`src/rtl/izh_pkg.sv`:
```
package izh_pkg;

   // Clamp a wide signed value into a w-bit signed range.
   function automatic logic signed [63:0] clamp_s(input logic signed [63:0] x,
                                                  input int unsigned w);
      logic signed [63:0] hi;
      logic signed [63:0] lo;
      hi = (64'sd1 <<< (w - 1)) - 64'sd1;
      lo = -(64'sd1 <<< (w - 1));
      if (x > hi)      clamp_s = hi;
      else if (x < lo) clamp_s = lo;
      else             clamp_s = x;
   endfunction

   // Clamp a wide signed value into 0..2^w-1.
   function automatic logic signed [63:0] clamp_u(input logic signed [63:0] x,
                                                  input int unsigned w);
      logic signed [63:0] hi;
      hi = (64'sd1 <<< w) - 64'sd1;
      if (x > hi)        clamp_u = hi;
      else if (x < 64'sd0) clamp_u = 64'sd0;
      else               clamp_u = x;
   endfunction

endpackage

```
`src/rtl/izh_membrane.sv`:
```
module izh_membrane #(
   parameter int W       = 16,
   parameter int FRAC    = 8,
   parameter int IN_W    = 8,
   parameter int DT_SH   = 4,
   parameter int COEF_SH = 16,
   parameter int K_SQ    = 2621,
   parameter int LIN_MUL = 5,
   parameter int BIAS    = 140
) (
   input  logic signed [W-1:0] v,
   input  logic signed [W-1:0] u,
   input  logic [IN_W-1:0]     cur,
   output logic signed [W-1:0] v_upd
);
   import izh_pkg::*;

   localparam logic signed [63:0] BIAS_Q = 64'sd1 * BIAS * (2 ** FRAC);

   logic signed [63:0] vx, ux, ix;
   logic signed [63:0] sq, quad, dv, sum, lim;

   always_comb begin
      vx   = 64'(v);
      ux   = 64'(u);
      ix   = 64'(cur) <<< FRAC;
      sq   = (vx * vx) >>> FRAC;
      quad = (sq * 64'(K_SQ)) >>> COEF_SH;
      dv   = quad + vx * 64'(LIN_MUL) + BIAS_Q - ux + ix;
      sum  = vx + (dv >>> DT_SH);
      lim  = clamp_s(sum, W);
      v_upd = lim[W-1:0];
   end
endmodule

```
`src/rtl/izh_recovery.sv`:
```
module izh_recovery #(
   parameter int W       = 16,
   parameter int DT_SH   = 4,
   parameter int COEF_SH = 16,
   parameter int K_A     = 1311,
   parameter int K_B     = 13107
) (
   input  logic signed [W-1:0] v,
   input  logic signed [W-1:0] u,
   output logic signed [W-1:0] u_upd
);
   import izh_pkg::*;

   localparam int TOT_SH = COEF_SH + DT_SH;
   localparam logic signed [63:0] HALF = 64'sd1 <<< (TOT_SH - 1);

   logic signed [63:0] vx, ux, bv, gap, du, lim;

   always_comb begin
      vx  = 64'(v);
      ux  = 64'(u);
      bv  = (vx * 64'(K_B)) >>> COEF_SH;
      gap = bv - ux;
      du  = (gap * 64'(K_A) + HALF) >>> TOT_SH;
      lim = clamp_s(ux + du, W);
      u_upd = lim[W-1:0];
   end
endmodule

```
`src/rtl/izh_view.sv`:
```
module izh_view #(
   parameter int IW        = 8,
   parameter int OUT_W     = 8,
   parameter bit OFFSET_EN = 1'b1
) (
   input  logic signed [IW-1:0] v_int,
   output logic [OUT_W-1:0]     view
);
   import izh_pkg::*;

   logic signed [63:0] shifted, lim;

   generate
      if (OFFSET_EN) begin : g_offset
         always_comb shifted = 64'(v_int) + (64'sd1 <<< (OUT_W - 1));
      end else begin : g_clamp
         always_comb shifted = 64'(v_int);
      end
   endgenerate

   always_comb begin
      lim  = clamp_u(shifted, OUT_W);
      view = lim[OUT_W-1:0];
   end
endmodule

```
`src/rtl/izh_neuron.sv`:
```
module izh_neuron #(
   parameter int  W           = 16,
   parameter int  FRAC        = 8,
   parameter int  IN_W        = 8,
   parameter int  OUT_W       = 8,
   parameter int  DT_SH       = 4,
   parameter int  COEF_SH     = 16,
   parameter real A_COEF      = 0.02,
   parameter real B_COEF      = 0.2,
   parameter real SQ_COEF     = 0.04,
   parameter int  V_AFTER_INT = -65,
   parameter int  U_BUMP_INT  = 8,
   parameter int  V_PEAK_INT  = 30,
   parameter int  U_INIT_INT  = -13,
   parameter bit  OFFSET_EN   = 1'b1
) (
   input  logic            clk,
   input  logic            rst_n,
   input  logic            step_en,
   input  logic [IN_W-1:0] cur_in,
   output logic [OUT_W-1:0] state_out,
   output logic            spike
);
   import izh_pkg::*;

   localparam int IW   = W - FRAC;
   localparam int SCL  = 2 ** FRAC;
   localparam int K_A  = $rtoi(A_COEF  * (2.0 ** COEF_SH) + 0.5);
   localparam int K_B  = $rtoi(B_COEF  * (2.0 ** COEF_SH) + 0.5);
   localparam int K_SQ = $rtoi(SQ_COEF * (2.0 ** COEF_SH) + 0.5);
   localparam logic signed [W-1:0] V_AFTER = W'(V_AFTER_INT * SCL);
   localparam logic signed [W-1:0] V_PEAK  = W'(V_PEAK_INT * SCL);
   localparam logic signed [W-1:0] U_INIT  = W'(U_INIT_INT * SCL);
   localparam logic signed [63:0]  U_BUMP  = 64'sd1 * U_BUMP_INT * SCL;

   // Elaboration-time parameter checks
   generate
      if (IW < 8) begin : g_bad_int
         $error("izh_neuron: W-FRAC must leave at least 8 integer bits");
      end
      if (2 * W + COEF_SH + 4 > 64) begin : g_bad_wide
         $error("izh_neuron: products do not fit 64-bit intermediates");
      end
      if (OUT_W > IW) begin : g_bad_out
         $error("izh_neuron: OUT_W exceeds integer bits of v");
      end
      if (DT_SH < 1) begin : g_bad_dt
         $error("izh_neuron: DT_SH must be at least 1");
      end
   endgenerate

   logic signed [W-1:0] v_q, u_q;
   logic signed [W-1:0] v_nx, u_nx;
   logic signed [63:0]  u_bumped;
   logic                fire;

   izh_membrane #(
      .W(W), .FRAC(FRAC), .IN_W(IN_W), .DT_SH(DT_SH), .COEF_SH(COEF_SH),
      .K_SQ(K_SQ), .LIN_MUL(5), .BIAS(140)
   ) u_mem (
      .v(v_q), .u(u_q), .cur(cur_in), .v_upd(v_nx)
   );

   izh_recovery #(
      .W(W), .DT_SH(DT_SH), .COEF_SH(COEF_SH), .K_A(K_A), .K_B(K_B)
   ) u_rec (
      .v(v_q), .u(u_q), .u_upd(u_nx)
   );

   izh_view #(
      .IW(IW), .OUT_W(OUT_W), .OFFSET_EN(OFFSET_EN)
   ) u_view (
      .v_int(v_q[W-1:FRAC]), .view(state_out)
   );

   always_comb begin
      fire     = (v_q >= V_PEAK);
      u_bumped = clamp_s(64'(u_q) + U_BUMP, W);
   end

   always_ff @(posedge clk or negedge rst_n) begin
      if (!rst_n) begin
         v_q   <= V_AFTER;
         u_q   <= U_INIT;
         spike <= 1'b0;
      end else if (step_en) begin
         if (fire) begin
            v_q   <= V_AFTER;
            u_q   <= u_bumped[W-1:0];
            spike <= 1'b1;
         end else begin
            v_q   <= v_nx;
            u_q   <= u_nx;
            spike <= 1'b0;
         end
      end else begin
         spike <= 1'b0;
      end
   end
endmodule

```
`config.mk`:
```
export PLATFORM = sky130hd
export DESIGN_NAME = izh_neuron
export DESIGN_NICKNAME = d
export VERILOG_FILES = /design/src/rtl/izh_pkg.sv /design/src/rtl/izh_membrane.sv /design/src/rtl/izh_recovery.sv /design/src/rtl/izh_view.sv /design/src/rtl/izh_neuron.sv
export SDC_FILE = /design/constraint.sdc
export NUM_CORES = 2
export LEC_CHECK = 0
export BUFFER_PORTS_ARGS = -buffer_cell sky130_fd_sc_hd__buf_4
export CELL_PAD_IN_SITES_DETAIL_PLACEMENT = 2
export CELL_PAD_IN_SITES_GLOBAL_PLACEMENT = 2
export CORE_MARGIN = 2
export CORE_UTILIZATION = 46
export DETAILED_ROUTE_END_ITERATION = 8
export GPL_TIMING_DRIVEN = 0
export PLACE_DENSITY = 0.92
export SLEW_MARGIN = 0
export SYNTH_ARGS = -nofsm -noshare
export SYNTH_HDL_FRONTEND = slang
export SYNTH_SLANG_ARGS = --single-unit
export TNS_END_PERCENT = 20
```
`constraint.sdc`:
```
create_clock -name clk -period 42.7 [get_ports clk]
set_input_delay 8.54 -clock clk [delete_from_list [all_inputs] [get_ports clk]]
set_output_delay 8.54 -clock clk [all_outputs]
set_load 0.03 [all_outputs]
```
Word level (Yosys, flattened, before mapping)
Index checks and enable logic that the tools add are counted.

Flip-flop bits (word level): 33. Input bits: 11. Logic and storage cells: 39.

Add/sub/neg operators: 10. Multipliers: 5. Magnitude comparators: 9. Multiplexer cells: 12.

Operators by type and width (count): 16-bit 2-to-1 mux (8); 64-bit by 17-bit adder with 64-bit output (1); 64-bit by 17-bit adder with 64-bit output (second input constant) (1); 64-bit by 21-bit adder with 64-bit output (second input constant) (1); 64-bit by 12-bit multiplier with 64-bit output (second input constant) (1); 64-bit by 16-bit subtractor with 64-bit output (1); 16-bit by 60-bit adder with 61-bit output (1); 61-bit by 16-bit > comparator with 1-bit output (second input constant) (1); 61-bit by 16-bit less-than comparator with 1-bit output (second input constant) (1); 16-bit by 44-bit adder with 45-bit output (1); 45-bit by 16-bit > comparator with 1-bit output (second input constant) (1); 45-bit by 16-bit less-than comparator with 1-bit output (second input constant) (1); 24-bit by 13-bit multiplier with 37-bit output (second input constant) (1); 16-bit by 16-bit multiplier with 32-bit output (1); 16-bit by 15-bit multiplier with 31-bit output (second input constant) (1); 21-bit by 20-bit adder with 22-bit output (1); 16-bit by 4-bit multiplier with 20-bit output (second input constant) (1); 16-bit by 13-bit adder with 17-bit output (second input constant) (1); 17-bit by 16-bit > comparator with 1-bit output (second input constant) (1); 17-bit by 16-bit less-than comparator with 1-bit output (second input constant) (1); 15-bit by 16-bit subtractor with 17-bit output (1); 16-bit by 14-bit >= comparator with 1-bit output (second input constant) (1); 8-bit 2-to-1 mux (2); 8-bit by 9-bit adder with 10-bit output (second input constant) (1); other kinds (3) (4).

Logic depth before layout (Yosys ltp)
Depth in word-level cells: 11. Gate-level depth with buffers: 92. Gate-level depth less buffers: 88.

Modules after synthesis
Synthesis repeated with hierarchy kept, for this count alone.

Cell total of the unflattened synthesis: 3333. Area total of the unflattened synthesis: 29637.2 um^2.

By module, submodules not included: izh_membrane (instances 1, cells an instance 2013, area an instance 18096.1 um^2, sequential area each 0.0 um^2); izh_recovery (instances 1, cells an instance 1142, area an instance 9879.5 um^2, sequential area each 0.0 um^2); izh_neuron (instances 1, cells an instance 170, area an instance 1631.6 um^2, sequential area each 842.1 um^2); izh_view (instances 1, cells an instance 8, area an instance 30.0 um^2, sequential area each 0.0 um^2).

Worst setup path after synthesis
OpenSTA, ideal clock, no wires.

Path type: register -> register. Start point: register v_q[15]. End point: register v_q[14]. Library setup time: 0.126 ns. Data arrival time: 20.993 ns. Data required time: 42.574 ns. Path slack: 21.581 ns. Stages on the path, launching flop included: 85. Buffers on the path: 5. Clock period less this slack: 21.119 ns. Cell sequence: dfstp_2 -> clkbuf_1 -> inv_1 -> clkbuf_1 -> clkbuf_1 -> nor2_1 -> fa_1 -> inv_1 -> fa_1 -> fa_1 -> inv_1 -> fa_1 -> fa_1 -> inv_1 -> fa_1 -> inv_1 -> ha_1 -> a21oi_1 -> [... 49 more ...] -> nor2_1 -> clkbuf_1 -> o21ai_0 -> ha_1 -> ha_1 -> clkbuf_1 -> nand4_1 -> nor3_1 -> nand2_1 -> a2111o_1 -> a21oi_1 -> a211o_1 -> o211ai_1 -> nor2_1 -> or4b_1 -> nor4_2 -> a211oi_1 -> a221o_1.

Cells in the longest elaborated chain, start to end: 11. Elaborated cells on any way between the ends: 14.

RTL lines: start, declared (RTL line izh_neuron.sv:52) `logic signed [W-1:0] v_q, u_q;`; start signal, assigned (RTL line izh_neuron.sv:92) `v_q <= v_nx;`; 16-bit by 16-bit multiplier with 32-bit output (RTL line izh_membrane.sv:27) `sq = (vx * vx) >>> FRAC;`; 24-bit by 13-bit multiplier with 37-bit output (RTL line izh_membrane.sv:28) `quad = (sq * 64'(K_SQ)) >>> COEF_SH;`; 21-bit by 20-bit adder with 22-bit output (RTL line izh_membrane.sv:29) `dv = quad + vx * 64'(LIN_MUL) + BIAS_Q - ux + ix;`; 64-bit by 17-bit adder with 64-bit output (RTL line izh_membrane.sv:29); 64-bit by 16-bit subtractor with 64-bit output (RTL line izh_membrane.sv:29); 64-bit by 17-bit adder with 64-bit output (RTL line izh_membrane.sv:29); 16-bit by 60-bit adder with 61-bit output (RTL line izh_membrane.sv:30) `sum = vx + (dv >>> DT_SH);`; 61-bit by 16-bit less-than comparator with 1-bit output (RTL line izh_pkg.sv:11) `else if (x < lo) clamp_s = lo;`; 16-bit 2-to-1 mux (RTL line izh_pkg.sv:11); 16-bit 2-to-1 mux (RTL line izh_pkg.sv:10) `if (x > hi) clamp_s = hi;`; 16-bit 2-to-1 mux (*) (RTL line izh_neuron.sv:87) `if (fire) begin`.

Mark *: on every way between the ends. The rest lies on a longest branch, timed or not. A chain may end at the register's enable or synchronous reset.

Worst setup path after layout
Start point: register v_q[14]. End point: register v_q[0].

The elaborated chain is that of the path after synthesis.

==> impl_metrics.tcl <==
set metrics [dict create \
    grt.met1_usage 0.521 \
    violations "design-rule violations, max-capacitance violations, max-slew violations" \
    drive_above_1_share 0.0267 \
    busiest_layer "met2" \
    cts_max_path_buffers 2 \
    core_mm2 0.0758 \
    postCtsSetupBuffers 0 \
    use_met2 0.818 \
    drt_drc_violations_left 32 \
    cp_slowest_stage_delay_ps 1580 \
    synth.distinct_cells 96 \
    synth_edf_count 0 \
    postLayoutCellArea_mm2 0.0368 \
    via_per_inst 7.40 \
    ios 20 \
    syn_inst 4170 \
    syn_area_mm2 0.0352 \
    synth_top_family_by_area "adder cells" \
    drt-pass1-iter-count 9 \
    slew_headroom -0.223 \
    cts_resized 0 \
    crit_required_ps 42900 \
    fin_nets 5372 \
    dr.first_iter.drc_count 4631 \
    max_cap_violations 4 \
    period_share 0.762 \
    h-tree-depth 2 \
    routabilityCongestion 0.907 \
    syn2layout_area_growth_pct 4.50 \
    cts_sinks 33 \
    clkSlewWorstSetupHoldPaths_ps 90 \
    dp_hpwl_um 147000 \
    critPathKind "flip-flop to flip-flop" \
    rsz0062_at_grt "no" \
    synth_ff_type "dfrtp_1" \
    wl_um 217000 \
    ant_nets 0 \
    die_w_um 281 \
    path_max_fanout 15 \
    min_from "u_q[5]$_DFFE_PN0P_" \
    synth-seq-area-share 0.0239 \
    vias 38400 \
    worstHoldPathType "flip-flop to flip-flop" \
    skew_ps 26.9 \
    holdBufCountCts 0 \
    syn_nets 5343 \
    holdWs_ps 668 \
    synth_mux_area_frac 0.00537 \
    rows 101 \
    cts_tree "yes" \
    overflow 0 \
    reg2reg_slack_ps 10150 \
    clock_latency_ps 340 \
    avgRoutedWirePerCell_um 41.8 \
    worst_setup_path_end_kind "flip-flop" \
    r2r-start "v_q[14]$_DFFE_PN0P_" \
    synth-adder-area-share 0.524 \
    numCtsBuffers 5 \
    portBuffers 19 \
    die_y_um 281 \
    tns_ps 0 \
    dpl-instance-area_mm2 0.0366 \
    maxSlewViolCount 22 \
    cts_root_buf "clkbuf_16" \
    synth-compound-area-share 0.147 \
    met3_usage 0.263 \
    cp_slowest_cell "dfrtp_1" \
    cp-start-kind "flip-flop" \
    cp_num_buf_inv 11 \
    finalSetupViolCount 0 \
    grt_start_max_net_pins 67 \
    start_util 0.464 \
    grtUsageTotal 0.543 \
    min_period_ps 32550 \
    status "finished with violations" \
    worst_pin_slew_ps 1830 \
    final_hold_viol_count 0 \
    async_flop_share 1.00 \
    ys_ff_latch 33 \
    min_to "u_q[5]$_DFFE_PN0P_" \
    timing.fmax_mhz 30.7 \
    crit_top_cell "fa_1" \
    cp_top_family "compound AO/OA/AOI/OAI gates" \
    synthSimpleGateAreaFrac 0.128 \
    worstReg2RegEnd "v_q[0]$_DFFE_PN0P_" \
    cp.arrival_ps 32750 \
    reg2regPathDepth 78 \
    synth_xor_area_frac 0.0619 \
    grt_pass1_vias 43900 \
    grt_pass1_wl_um 308000 \
    die_area_mm2 0.0788 \
    antenna_found_initial 27 \
    postSynthAreaPerCell_um2 8.44 \
    hold_depth 1 \
    synth_warnings 0 \
]
-- cell type report --
| class | count | area, µm² |
|---|---|---|
| antenna | 7 | 17.5 |
| buffer | 103 | 404 |
| clock buffer | 5 | 125 |
| clock inverter | 3 | 17.5 |
| fill | 8276 | 39000 |
| inverter | 926 | 3480 |
| multi-input combinational | 3108 | 30500 |
| sequential | 33 | 846 |
| tap | 978 | 1220 |
| timing repair buffer | 22 | 175 |
-- cell usage after synthesis (all sizes together) (34+ instances only) --
library cell    n  area (µm²)
clkbuf         94         354
xnor2         179        1570
o21ai         130         651
nand2         235         885
and3           59         369
inv           920        3450
a21o           72         541
nor2          248         931
xor2           70         613
nor2b          35         219
ha            643        8050
nand4          34         213
fa            519       10400
a21oi         201        1010
o21a           40         300
nand3          72         360
nor3           84         425
-- metrics by stage --
step / setup slack [ps] / cells / utilization
floorplan: 21580 / 4170 / -
finish: 10150 / 5185 / 0.485
global placement: 16320 / 5167 / 0.482
global route: 10410 / 5180 / 0.485
detailed placement: 15060 / 5168 / 0.483
CTS: 13920 / 5176 / 0.485
-- sequential cells by signal (all words and copies together), names as in the netlist --
signal / flops
u_q: 16
v_q: 16
spike: 1
-- worst reg2reg max path: cells and delay by family (launching register included) --
kind / cells / cell delay (ps)
AOI/OAI and AO/OA: 30 / 10090
xor gates and xnor gates: 3 / 2270
adders and majority gates: 19 / 9690
buffers and inverters: 11 / 3220
DFF: 1 / 1580
and+or+nand+nor: 15 / 5540
-- worst max path at each step --
stage	from	end	cells past startpoint
5_1_grt	v_q[14]$_DFFE_PN0P_	v_q[11]$_DFFE_PN1P_	78
2_1_floorplan	v_q[15]$_DFFE_PN1P_	v_q[14]$_DFFE_PN0P_	84
6_report	v_q[14]$_DFFE_PN0P_	v_q[0]$_DFFE_PN0P_	78
4_1_cts	v_q[15]$_DFFE_PN1P_	v_q[11]$_DFFE_PN1P_	81
3_3_place_gp	v_q[15]$_DFFE_PN1P_	v_q[6]$_DFFE_PN0P_	82
3_5_place_dp	v_q[15]$_DFFE_PN1P_	v_q[11]$_DFFE_PN1P_	78
-- layout by cell type (no fill, tap or decap), types with 22 or more instances in the layout --
master    instances
ha_1            643
nand2_1         234
xnor2_1         177
o211ai_1         31
nor2_1          248
clkbuf_1         92
o21a_1           40
nand3_1          72
o21ai_0         118
nand4_1          34
a221o_1          24
nor3_1           82
a22o_1           22
o21bai_1         25
nand2b_1         30
inv_1           919
and3_1           59
and2_1           25
or3_1            28
xor2_1           70
a21o_1           72
fa_1            519
nor2b_1          35
a21oi_1         199
a211oi_1         25
-- kinds of logic after synthesis --
logic type / Yosys count
adders and majority gates: 1162
buffers and inverters: 1029
AOI/OAI and AO/OA: 754
DFF: 33
and+or+nand+nor: 925
muxes: 18
xor gates and xnor gates: 249
-- layer usage --
metal / wire (µm) / part of all wire
met1: 67000 / 0.31
met2: 92100 / 0.42
met3: 27200 / 0.13
met4: 29900 / 0.14
met5: 809 / 0.0037
Power is not shown: default switching activity piles up to over one toggle a cycle in this logic, so the estimate is an artifact.
